### config.mk
export PLATFORM = sky130hd
export DESIGN_NAME = serialTx
export DESIGN_NICKNAME = d
export VERILOG_FILES = /design/src/rtl/txPkg.sv /design/src/rtl/txDatapath.sv /design/src/rtl/txControl.sv /design/src/rtl/serialTx.sv
export SDC_FILE = /design/constraint.sdc
export NUM_CORES = 1
export LEC_CHECK = 0
export ABC_AREA = 0
export BUFFER_PORTS_ARGS = -buffer_cell sky130_fd_sc_hd__clkbuf_2
export CAP_MARGIN = 20
export CORE_AREA = 2 2 77 79
export DETAILED_ROUTE_END_ITERATION = 12
export DIE_AREA = 0 0 79 81
export PLACE_DENSITY = 0.59
export SETUP_SLACK_MARGIN = 0.15
export SLEW_MARGIN = 20
export SYNTH_ARGS = -nofsm -noshare
export SYNTH_HDL_FRONTEND = slang
export SYNTH_SLANG_ARGS = --single-unit
### constraint.sdc
create_clock -name clk -period 1.9 [get_ports clk]
set_input_delay 0.095 -clock clk [delete_from_list [all_inputs] [get_ports clk]]
set_output_delay 0.095 -clock clk [all_outputs]
set_load 0.005 [all_outputs]
### src/rtl/txPkg.sv
package txPkg;
  typedef enum logic [1:0] {FR_IDLE, FR_BREAK, FR_DATA} frameKindT;

  typedef struct packed {
    logic      load;
    frameKindT kind;
  } txStrobeT;
endpackage

### src/rtl/txDatapath.sv
module txDatapath
  import txPkg::*;
#(
  parameter int DATA_W = 9,
  parameter int TICKS_PER_BIT = 16
) (
  input  logic              clk,
  input  logic              rstN,
  input  logic              tick,
  input  logic              nineBit,
  input  logic              wrStrobe,
  input  logic [DATA_W-1:0] wrData,
  input  txStrobeT          strobe,
  output logic              holdFull,
  output logic              busy,
  output logic              frameEnd,
  output logic              lineBit
);
  localparam int FRAME_MAX = DATA_W + 2;
  localparam int CNT_W = $clog2(TICKS_PER_BIT);
  localparam int BIT_CNT_W = $clog2(FRAME_MAX + 1);

  logic [DATA_W-1:0]    holdData;
  logic [FRAME_MAX-1:0] shiftReg, loadVec;
  logic [CNT_W-1:0]     tickCnt;
  logic [BIT_CNT_W-1:0] bitsLeft, frameLen;
  logic                 lastTick;

  // holding register: a write always wins over a transfer in the same cycle
  always_ff @(posedge clk or negedge rstN) begin
    if (!rstN) begin
      holdData <= '0;
      holdFull <= 1'b0;
    end else if (wrStrobe) begin
      holdData <= wrData;
      holdFull <= 1'b1;
    end else if (strobe.load && strobe.kind == FR_DATA) begin
      holdFull <= 1'b0;
    end
  end

  // frame image, bit 0 leaves first
  always_comb begin
    frameLen = nineBit ? BIT_CNT_W'(FRAME_MAX) : BIT_CNT_W'(FRAME_MAX - 1);
    unique case (strobe.kind)
      FR_IDLE:  loadVec = {FRAME_MAX{1'b1}};
      FR_BREAK: loadVec = '0;
      default:  loadVec = nineBit ? {1'b1, holdData, 1'b0}
                                  : {2'b11, holdData[DATA_W-2:0], 1'b0};
    endcase
  end

  assign lastTick = tick && (tickCnt == CNT_W'(TICKS_PER_BIT - 1));
  assign frameEnd = busy && lastTick && (bitsLeft == BIT_CNT_W'(1));
  assign lineBit  = busy ? shiftReg[0] : 1'b1;

  always_ff @(posedge clk or negedge rstN) begin
    if (!rstN) begin
      shiftReg <= '1;
      bitsLeft <= '0;
      tickCnt  <= '0;
      busy     <= 1'b0;
    end else if (strobe.load) begin
      shiftReg <= loadVec;
      bitsLeft <= frameLen;
      tickCnt  <= '0;
      busy     <= 1'b1;
    end else if (busy && tick) begin
      if (lastTick) begin
        tickCnt <= '0;
        if (bitsLeft == BIT_CNT_W'(1)) begin
          busy <= 1'b0;
        end else begin
          shiftReg <= {1'b1, shiftReg[FRAME_MAX-1:1]};
          bitsLeft <= bitsLeft - 1'b1;
        end
      end else begin
        tickCnt <= tickCnt + 1'b1;
      end
    end
  end
endmodule

### src/rtl/txControl.sv
module txControl
  import txPkg::*;
(
  input  logic     clk,
  input  logic     rstN,
  input  logic     enable,
  input  logic     sendBreak,
  input  logic     wrStrobe,
  input  logic     holdFull,
  input  logic     busy,
  input  logic     frameEnd,
  output txStrobeT strobe,
  output logic     emptyFlag,
  output logic     doneFlag
);
  logic enPrev, idlePending, enRise, pendIdle, canStart, dataLoad, idleLoad;

  assign enRise   = enable && !enPrev;
  assign pendIdle = idlePending || enRise;
  assign canStart = (!busy || frameEnd) && enable;

  // priority: queued idle, then break, then held data
  always_comb begin
    strobe.load = canStart && (pendIdle || sendBreak || holdFull);
    if (pendIdle)       strobe.kind = FR_IDLE;
    else if (sendBreak) strobe.kind = FR_BREAK;
    else                strobe.kind = FR_DATA;
  end

  assign dataLoad = strobe.load && strobe.kind == FR_DATA;
  assign idleLoad = strobe.load && strobe.kind == FR_IDLE;

  always_ff @(posedge clk or negedge rstN) begin
    if (!rstN) begin
      enPrev      <= 1'b0;
      idlePending <= 1'b0;
      emptyFlag   <= 1'b1;
      doneFlag    <= 1'b1;
    end else begin
      enPrev      <= enable;
      idlePending <= pendIdle && !idleLoad;
      if (wrStrobe)      emptyFlag <= 1'b0;
      else if (dataLoad) emptyFlag <= 1'b1;
      doneFlag <= !wrStrobe && !busy && !holdFull && !pendIdle
                  && !(enable && sendBreak);
    end
  end
endmodule

### src/rtl/serialTx.sv
module serialTx
  import txPkg::*;
#(
  parameter int DATA_W = 9,
  parameter int TICKS_PER_BIT = 16
) (
  input  logic              clk,
  input  logic              rstN,
  input  logic              enable,
  input  logic              nineBit,
  input  logic              invert,
  input  logic              sendBreak,
  input  logic              tick,
  input  logic              wrStrobe,
  input  logic [DATA_W-1:0] wrData,
  input  logic              emptyIrqEn,
  input  logic              doneIrqEn,
  output logic              txLine,
  output logic              emptyFlag,
  output logic              doneFlag,
  output logic              emptyIrq,
  output logic              doneIrq
);
  txStrobeT strobe;
  logic     holdFull, busy, frameEnd, lineBit;

  txControl i_txControl (
    .clk(clk), .rstN(rstN), .enable(enable), .sendBreak(sendBreak),
    .wrStrobe(wrStrobe), .holdFull(holdFull), .busy(busy),
    .frameEnd(frameEnd), .strobe(strobe), .emptyFlag(emptyFlag),
    .doneFlag(doneFlag)
  );

  txDatapath #(.DATA_W(DATA_W), .TICKS_PER_BIT(TICKS_PER_BIT)) i_txDatapath (
    .clk(clk), .rstN(rstN), .tick(tick), .nineBit(nineBit),
    .wrStrobe(wrStrobe), .wrData(wrData), .strobe(strobe),
    .holdFull(holdFull), .busy(busy), .frameEnd(frameEnd), .lineBit(lineBit)
  );

  assign txLine   = lineBit ^ invert;
  assign emptyIrq = emptyFlag && emptyIrqEn;
  assign doneIrq  = doneFlag && doneIrqEn;
endmodule

### After elaboration in Yosys (flattened, before gate mapping)

Index checks and enable logic that the tools add are counted.

| storage, ports and cells | value |
|---|---|
| register bits | 34 |
| word-level logic and storage cells | 78 |
| output and inout port bits | 5 |
| bits of input ports | 19 |

| operators by class | value |
|---|---|
| reduce and logical (&&, ||, !) cells | 35 |
| muxes and demuxes | 25 |
| equal/unequal tests | 5 |
| add/sub/neg operators | 2 |
| bitwise logic cells | 1 |

Operators by type and width:

| kind | number |
|---|---|
| $mux W11 | 4 |
| $mux W4 | 7 |
| $pmux W11 S2 | 1 |
| $logic_and A1 B1 Y1 | 17 |
| $mux W1 | 10 |
| $mux W10 | 1 |
| $reduce_bool A2 Y1 | 4 |
| $logic_not A1 Y1 | 7 |
| $reduce_and A3 Y1 | 2 |
| $add A4 B1 Y4 const B | 1 |
| $eq A4 B1 Y1 const B | 1 |
| $eq A4 B4 Y1 const B | 1 |
| $logic_or A1 B1 Y1 | 4 |
| $mux W2 | 2 |
| $sub A4 B1 Y4 const B | 1 |
| $eq A2 B1 Y1 const B | 1 |
| $eq A2 B2 Y1 const B | 1 |
| $logic_not A2 Y1 | 1 |
| $ne A2 B2 Y1 const B | 1 |
| $xor A1 B1 Y1 | 1 |

### Logic depth before layout (Yosys ltp)

Gate-level depths: netlist of run 1.

| logic depth | value |
|---|---|
| depth in word-level cells | 10 |
| mapped depth | 8 |
| depth with buffers taken out | 7 |

### Cells and area by module

A second synthesis of run 1 with hierarchy kept.

| second synthesis, totals | value |
|---|---|
| cells, all modules | 182 |
| area total of the unflattened synthesis | 1856.8 µm² |

By module, submodules not included:

| module | area each (µm²) | cells an instance | seq. area each (µm²) | instances |
|---|---|---|---|---|
| txDatapath | 1636.6 | 161 | 764.5 | 1 |
| txControl | 198.9 | 18 | 102.6 | 1 |
| serialTx | 21.3 | 3 | 0.0 | 1 |

### Least setup slack after synthesis of run 1

No wires, ideal clock.

| timing | value |
|---|---|
| kind | flip-flop to flip-flop |
| from | reg i_txDatapath.bitsLeft[1] |
| to | reg i_txDatapath.shiftReg[1] |
| buffers on the path | 1 |
| library setup time | 0.077 ns |
| arrival time | 1.707 ns |
| data required time | 1.823 ns |
| period minus slack after synthesis | 1.784 ns |
| cell stages (with the launch flop) | 9 |
| setup slack | 0.116 ns |
| path through | dfrtp_1 > inv_1 > ha_1 > or3b_4 > o21ai_4 > nor4b_4 > buf_6 > nand2_1 > a31oi_1 |

| on the way | value |
|---|---|
| cells in the longest elaborated chain, start to end | 7 |
| elaborated cells between the ends (all ways) | 10 |
| those cells by class | eq/ne: 2; mux: 1; reduce/logical: 7 |

RTL lines:

| element | RTL line | RTL |
|---|---|---|
| start: declaration | txDatapath.sv:26 | `logic [BIT_CNT_W-1:0] bitsLeft, frameLen;` |
| start signal: assignment | txDatapath.sv:65 | `bitsLeft <= frameLen;` |
| start signal: assignment | txDatapath.sv:75 | `bitsLeft <= bitsLeft - 1'b1;` |
| $eq A4 B1 Y1 * | txDatapath.sv:54, txDatapath.sv:71 |  |
| $logic_and A1 B1 Y1 | txDatapath.sv:54 | `assign frameEnd = busy && lastTick && (bitsLeft == BIT_CNT_W'(1));` |
| $logic_or A1 B1 Y1 | txControl.sv:20 | `assign canStart = (!busy \|\| frameEnd) && enable;` |
| $logic_and A1 B1 Y1 | txControl.sv:20 |  |
| $logic_and A1 B1 Y1 | txControl.sv:24 | `strobe.load = canStart && (pendIdle \|\| sendBreak \|\| holdFull);` |
| $ne A2 B2 Y1 (no source line) or $reduce_bool A2 Y1 (tied branches) | -- |  |
| $reduce_and A3 Y1 (no source line) | -- |  |
| end signal: assignment | txDatapath.sv:64 | `shiftReg <= loadVec;` |
| end signal: assignment | txDatapath.sv:74 | `shiftReg <= {1'b1, shiftReg[FRAME_MAX-1:1]};` |
| end: declaration | txDatapath.sv:24 | `logic [FRAME_MAX-1:0] shiftReg, loadVec;` |

Every way passes the cells marked *; elsewhere a longest branch is shown, timed or not.
A chain may end at the register's enable or synchronous reset.

### Worst setup path in the final report of run 1

| timing | value |
|---|---|
| from | reg i_txDatapath.bitsLeft[1] |
| to | reg i_txDatapath.shiftReg[0] |

The elaborated chain is that of the path after synthesis.

==> summary.txt, run 1 <==
Critical path
  – Critical path endpoint category: flip-flop
  – Critical-path top delay cell: dfrtp_1
  – Worst r2r src: i_txDatapath.bitsLeft[1]
  – Reg-to-Reg End: i_txDatapath.shiftReg[0]
  – Critical path, cell by cell: inv_2, ha_4, or3b_4, o21ai_4, buf_4, buf_6, and2_4, a21oi_1, mux2_2
  – R2r setup slk: -0.03 ns
  – Worst reg2reg path depth: 9
  – Crit path DAT: 2.15 ns
  – Crit Path Class: flip-flop to flip-flop
  – Crit-path max FO: 6
  – Crit-path max cell delay: 0.39 ns
  – Crit path launch: i_txDatapath.bitsLeft[1]
  – Setup crit end: i_txDatapath.shiftReg[0]
  – Worst endpoint required time: 2.12 ns
  – Startpoint Class: flip-flop

Logic synthesis
  – Most used DFF post-synth: dfrtp_1
  – Area leader, netlist: dfrtp_1
  – Share of the synthesized area in the top cell type: 32.33%
  – Post-synth net total: 175
  – Post-synthesis async set-or-reset flop share: 100.0%
  – Top post-synthesis cells by area: dfrtp_1 32%, dfstp_2 21%, mux2_2 6.9%
  – Mean Syn Cell Area: roughly 11 um2
  – Register bit total from synthesis: 34
  – Cell count after synthesis: 153
  – YS warnings: 0
  – Post-synth EDFFs: 0
  – Synth cell types: 39
  – Synthesized area: 1625 um2
  – Seq/Total Area, Yosys: a little over half

STA
  – RSZ-0062 raised after global routing: true
  – Hold slack: 0.02956 ns
  – Final min period: 1.929 ns
  – Count of final setup violators: 1
  – Max_slew headroom: 42.58%
  – Slew @ Worst Pin: 0.8613 ns
  – Final Slew Violations: 0
  – Final worst slack: -0.02907 ns
  – Peak Freq: 518.4 MHz
  – Final Hold Viols: 0
  – Setup Skew: 0.006139 ns
  – Fin crit share: 101.5%

Die
  – Ports: 24
  – Row count: 28
  – CORE AREA: 5675 um2
  – DIE HEIGHT: 81 um
  – Die width: between 70 and 80 um
  – Area of the die: 6399 um2
  – Starting density of the core: 28.64%

Routing
  – Avg WL per Cell: 12.80 um
  – DRC: 0
  – DR iter-0 viols: 141
  – Detail Route Antenna Nets: 0
  – Pre-Repair DR Iteration Count: 4
  – Drt total wl: 3661 um
  – Vias post-DR: approximately 1.3k
  – Vias per cell: 4.615

Cells and area
  – Fin util: roughly two fifths
  – Diodes inserted: 0
  – Area growth syn-to-layout: 37.26%
  – Layout cell share with drive strength beyond 1: 47.87%
  – Multi-input gate area: 759.5 um2
  – Commonest non-fill, non-tap cell in the layout: buf_4
  – # nets final: 232
  – Layout Cells excl Fill: about 290
  – Commonest non-fill, non-tap cells in the layout: 24 x buf_4, 23 x clkbuf_2, 21 x dfrtp_1, 20 x nand2_1, 16 x nor2_1
  – Filler cells: 574
  – FF/Latch Area: approximately 870 um2

Clock tree
  – CTS tree: built
  – Clock buffer count from CTS: 5
  – Clock slew at reported path FFs: roughly 0.070 ns
  – Skew-Pair Late Insertion Delay: about 0.29 ns
  – Buffer depth of the longest clock path: 2
  – Root Buffer Master: clkbuf_8
  – H-tree depth reported by CTS: 2
  – # clock sinks: 34

Power
  – P_leak: 1.000 nW
  – Power per Cell Area: 1135 nW/um2
  – Worst IR Drop VDD: 0.0003750 V

Global route
  – Global-route usage over all layers: 12.34%
  – Antenna violations before repair: 0
  – Global route overflow: 0
  – First-pass GRT wire length: 6065 um
  – Pin count of the biggest net entering global routing: 35
  – Vias in the first global route: ~1.3k

Run
  – Max Cap Violations: 0

Placement
  – Post-DP HPWL: 2338 um
  – Pre-CTS setup slack: -0.02968 ns
  – RePlAce Congestion: 0.7794
  – I/O Buffers: 23
  – Placed insts: 256

Outcome
  – Status: finished with violations
  – Failing checks: setup timing

Worst hold path
  – Min-Delay Path Class: input pin to flip-flop
-- sequential cells by signal (all words and copies together) (netlist names) --
signal	count
i_txDatapath.holdFull	1
i_txControl.doneFlag	1
i_txDatapath.bitsLeft	4
i_txDatapath.busy	1
i_txDatapath.holdData	9
i_txDatapath.tickCnt	4
i_txControl.idlePending	1
i_txDatapath.shiftReg	11
i_txControl.enPrev	1
i_txControl.emptyFlag	1
-- layout make-up --
class	count	area share (%)
timing repair buffer	55	17.16
clock buffer	5	3.085
inverter	5	0.8413
multi-input combinational	109	34.04
tap	75	4.206
clock inverter	3	1.795
sequential	34	38.87
-- cell families (layout without fill, tap and decap cells) --
family / count (synthesis) / in the layout / synth area share [%]
muxes: 10 / 10 / 6.929
adders and majority gates: 3 / 3 / 2.310
AOI/OAI and AO/OA: 29 / 29 / 12.32
xor gates and xnor gates: 5 / 5 / 2.695
and+or+nand+nor: 62 / 62 / 18.86
buffers and inverters: 10 / 68 / 3.541
DFF: 34 / 34 / 53.35
-- Yosys cell counts, types with 2 or more instances --
library cell and count:
inv_1 5, xnor2_1 3, ha_1 3, mux2_2 10, nor3_1 2, nor2_1 18
xor2_1 2, buf_2 2, nand2_1 23, nand4_1 2, nor2b_1 2, a22oi_1 2
a31oi_1 9, a21oi_1 9, and2_1 2, dfrtp_1 21, nand3_1 4, dfstp_2 13
-- critical path, delay by kind of cell (launching register included) --
family | cells | cell delay, ns
AO/OA/AOI/OAI | 2 | 0.22
adder cells (fa/ha/maj) | 1 | 0.11
buffers and inverters | 3 | 0.30
flip-flops | 1 | 0.39
multiplexers | 1 | 0.26
AND/OR/NAND/NOR | 2 | 0.57
-- per-layer routing --
layer / vias up / GRT usage, % / routed length [um]
li1: 650 / - / -
met1: 632 / 15.79 / 1623
met2: 31 / 19.66 / 1820
met3: 7 / 3.111 / 156
met4: 0 / 5.862 / 60
met5: - / 0 / 0
-- power by group --
| group | total (mW) | switching (mW) | internal [mW] |
|---|---|---|---|
| logic | 0.725 | 0.320 | 0.406 |
| registers | 1.15 | 0.142 | 1.01 |
| clock network | 0.659 | 0.273 | 0.386 |
| total | 2.53 | 0.735 | 1.80 |
-- stage by stage --
stage	power (mW)	setup TNS (ns)	cell area [um2]
final	2.533	-0.02907	2231
after global placement	1.655	0	1871
after global routing	2.715	-1.231	2231
after detailed placement	1.675	-0.06822	1871
after CTS	2.456	0	2092
after floorplan	1.507	0	1625
-- how the worst min path moves through the flow --
stage | to | startpoint | slack [ns] | cells past startpoint
after CTS | i_txDatapath.holdData[6] | wrData[6] | 0.03 | 2
after floorplan | i_txControl.enPrev | rstN | -0.20 | 0
after detailed placement | i_txDatapath.tickCnt[2] | rstN | 0.24 | 1
after global routing | i_txDatapath.holdData[3] | wrData[3] | 0.03 | 2
final | i_txDatapath.holdData[6] | wrData[6] | 0.03 | 2
after global placement | i_txDatapath.tickCnt[2] | rstN | 0.24 | 1
-- repair_timing --
action                     CTS  global route
setup buffers               10             8
setup endpoints to repair   19            21
hold endpoints to repair    22             0
gates resized for setup      5            16
hold buffers                 2             0
pin swaps                    9             5
cloned                       1             1
No activity file was read; power rests on OpenSTA's default activity.
==> run 2, diff against run 1 <==
--- a/config.mk
+++ b/config.mk
@@ -8,10 +8,12 @@
 export ABC_AREA = 0
 export BUFFER_PORTS_ARGS = -buffer_cell sky130_fd_sc_hd__clkbuf_2
 export CAP_MARGIN = 20
+export CELL_PAD_IN_SITES_DETAIL_PLACEMENT = 0
+export CELL_PAD_IN_SITES_GLOBAL_PLACEMENT = 2
 export CORE_AREA = 2 2 77 79
 export DETAILED_ROUTE_END_ITERATION = 12
 export DIE_AREA = 0 0 79 81
-export PLACE_DENSITY = 0.59
+export PLACE_DENSITY = 0.79
 export SETUP_SLACK_MARGIN = 0.15
 export SLEW_MARGIN = 20
 export SYNTH_ARGS = -nofsm -noshare
==> run 2 against run 1 <==
  * The flow now finishes without violations
  * Cell count shrank 3.1%
  * Critical path depth decreased by 1
  * Via count is 3.6% lower
  * Critical path type unchanged
==> summary.txt, run 2 (synthesis gave the netlist of run 1 again) <==
Critical path
  – Critical path endpoint category: flip-flop
  – Worst reg2reg path depth: 8 (-1)
  – Crit Path Class: flip-flop to flip-flop
  – Crit-path max FO: 5 (-1)
  – Startpoint Class: flip-flop
  – Worst endpoint required time: 2.11 ns (about the same)
  – Crit path DAT: 2.07 ns (-0.08 ns)

Placement
  – I/O Buffers: 23 (unchanged)
  – Post-DP HPWL: 2330 um (-0.34%)
  – RePlAce Congestion: 0.8173 (+4.9%)
  – Pre-CTS setup slack: 0.01221 ns (+0.04189 ns)
  – Placed insts: 257 (+0.39%)

STA
  – Post-route setup TNS: 0 ns (+0.02907 ns)
  – Final Hold Viols: 0 (unchanged)
  – Peak Freq: 538.5 MHz (+3.9%)
  – Slew @ Worst Pin: 0.8585 ns (-0.002767 ns)
  – Count of final setup violators: 0 (-1)
  – Max_slew headroom: 42.76% (+0.18 points)
  – Final Slew Violations: 0 (unchanged)
  – RSZ-0062 raised after global routing: true
  – Setup Skew: 0.006683 ns (+0.0005437 ns)
  – Final min period: 1.857 ns (-0.07197 ns)
  – Final worst slack: 0.04290 ns (+0.07197 ns)
  – Fin crit share: 97.74% (-3.8 points)

Routing
  – Vias post-DR: 1,272 (-3.6%)
  – DR iter-0 viols: 42 (-70%)
  – Avg WL per Cell: 12.65 um (-1.2%)
  – Pre-Repair DR Iteration Count: 4 (unchanged)
  – DRC: 0 (unchanged)
  – Drt total wl: 3504 um (-4.3%)
  – Detail Route Antenna Nets: 0 (unchanged)
  – Vias per cell: 4.592 (-0.51%)

Clock tree
  – Buffer depth of the longest clock path: 2 (unchanged)
  – Clock slew at reported path FFs: 0.07 ns (about the same)
  – Root Buffer Master: clkbuf_8
  – Clock buffer count from CTS: 5 (unchanged)
  – # clock sinks: 34 (unchanged)
  – Skew-Pair Late Insertion Delay: 0.28 ns (about the same)
  – H-tree depth reported by CTS: 2 (unchanged)
  – CTS tree: built

Power
  – Internal Pwr Total: 1.768 mW (-1.7%)
  – Clock Power Share: 27.5% (+1.5 points)
  – Sequential share of power: 46.8% (+1.5 points)
  – Power per Cell Area: 1137 nW/um2 (+0.15%)
  – Sw Ratio: 28.08% (-0.93 points)
  – Sw Pwr: 0.6903 mW (-6.0%)
  – Combinational Power Share: 25.7% (-2.9 points)
  – Worst IR Drop VDD: 0.0003809 V (+1.6%)
  – P_leak: 0.9573 nW (-4.3%)

Global route
  – Vias in the first global route: 1,194 (-6.1%)
  – First-pass GRT wire length: 5754 um (-5.1%)
  – Global route overflow: 0 (unchanged)
  – Pin count of the biggest net entering global routing: 35 (unchanged)
  – Antenna violations before repair: 0 (unchanged)
  – Global-route usage over all layers: 11.86% (-0.49 points)

Cells and area
  – Commonest non-fill, non-tap cells in the layout: 23 x clkbuf_2, 21 x dfrtp_1, 18 x nand2_1, 18 x buf_4, 17 x nor2_1
  – Area growth syn-to-layout: 33.03%
  – Reg with most FFs: i_txDatapath.shiftReg
  – Layout cell share with drive strength beyond 1: 46.04% (-1.8 points)
  – Top Registers: i_txDatapath.shiftReg (11), i_txDatapath.holdData (9)
  – # nets final: 224 (-3.4%)
  – Layout Cells excl Fill: 277 (-3.1%)
  – Max reg flops: 11 (unchanged)
  – Commonest non-fill, non-tap cell in the layout: clkbuf_2
  – Filler cells: 590 (+2.8%)
  – Diodes inserted: 0 (unchanged)

Die
  – DIE HEIGHT: 81 um (unchanged)
  – Starting density of the core: 28.64% (unchanged)
  – Die width: 79 um (unchanged)
  – Area of the die: 6399 um2 (unchanged)
  – Ports: 24 (unchanged)
  – Row count: 28 (unchanged)
  – CORE AREA: 5675 um2 (unchanged)

Outcome
  – Status: finished, final reports clean

Worst hold path
  – Min-Delay Path Class: input pin to flip-flop
  – WHS Path Cells: 2 (unchanged)

Run
  – Max Cap Violations: 0 (unchanged)
run 2: final cells by class:
type                            count  area (um2)  area share, %
Timing Repair Buffer               47       309.0          14.29
Clock buffer                        6       82.58          3.819
Inverter                            5       18.77         0.8681
Multi-Input combinational cell    109       760.7          35.19
Clock inverter                      1       30.03          1.389
Sequential cell                    34       867.1          40.10
Tap cell                           75       93.84          4.340
run 2: per-layer routing:
metal  track usage [%]  vias up  part of all wire, %
met5                 0        -                    0
li1                  -      630                    -
met4             6.552        0                  2.0
met3             3.000        7                  3.6
met2             16.86       28                   43
met1             16.45      607                   51
run 2: worst max-delay path, stage by stage (launching register included):
cell and delay, ns:
dfrtp_1 0.39, inv_2 0.08, ha_4 0.11, or3b_4 0.38, o21ai_4 0.13, nor4b_4 0.26
buf_4 0.21, nand2_1 0.06, a31oi_1 0.15
run 2: final timing paths:
check | startpoint | end | slack [ns]
setup reg to reg | i_txDatapath.bitsLeft[1] | i_txDatapath.shiftReg[7] | 0.04
hold / removal | wrData[6] | i_txDatapath.holdData[6] | 0.04
max in group asynchronous | rstN | i_txDatapath.holdData[6] | 0.91
hold reg to reg | i_txDatapath.shiftReg[8] | i_txDatapath.shiftReg[7] | 0.49
min in group asynchronous | rstN | i_txDatapath.bitsLeft[2] | 0.45
setup / recovery | i_txDatapath.bitsLeft[1] | i_txDatapath.shiftReg[7] | 0.04
run 2: through the flow:
stage,power (mW),utilization [%],area [um2],hold WS [ns]
floorplan,1.507,-,1625,-0.2006
global placement,1.674,33.09,1878,0.2553
detailed placement,1.688,33.09,1878,0.2511
CTS,2.393,36.02,2044,0.03035
global route,2.644,38.10,2162,0.03971
finish,2.458,38.10,2162,0.04076
run 2: power groups by stage:
stage	combinational, mW	clock [mW]	sequential, mW
after floorplan	0.386	0	1.12
after CTS	0.552	0.698	1.14
final	0.632	0.676	1.15
after global placement	0.521	0	1.15
after global routing	0.729	0.733	1.18
after detailed placement	0.529	0	1.16
run 2: what timing repair did:
item,4_1_cts,5_1_grt
hold buffers,2,0
gates resized for setup,1,21
cloned,0,2
hold endpoints to repair,22,0
setup endpoints to repair,17,22
buffers inserted,4,5
pin swaps,0,8
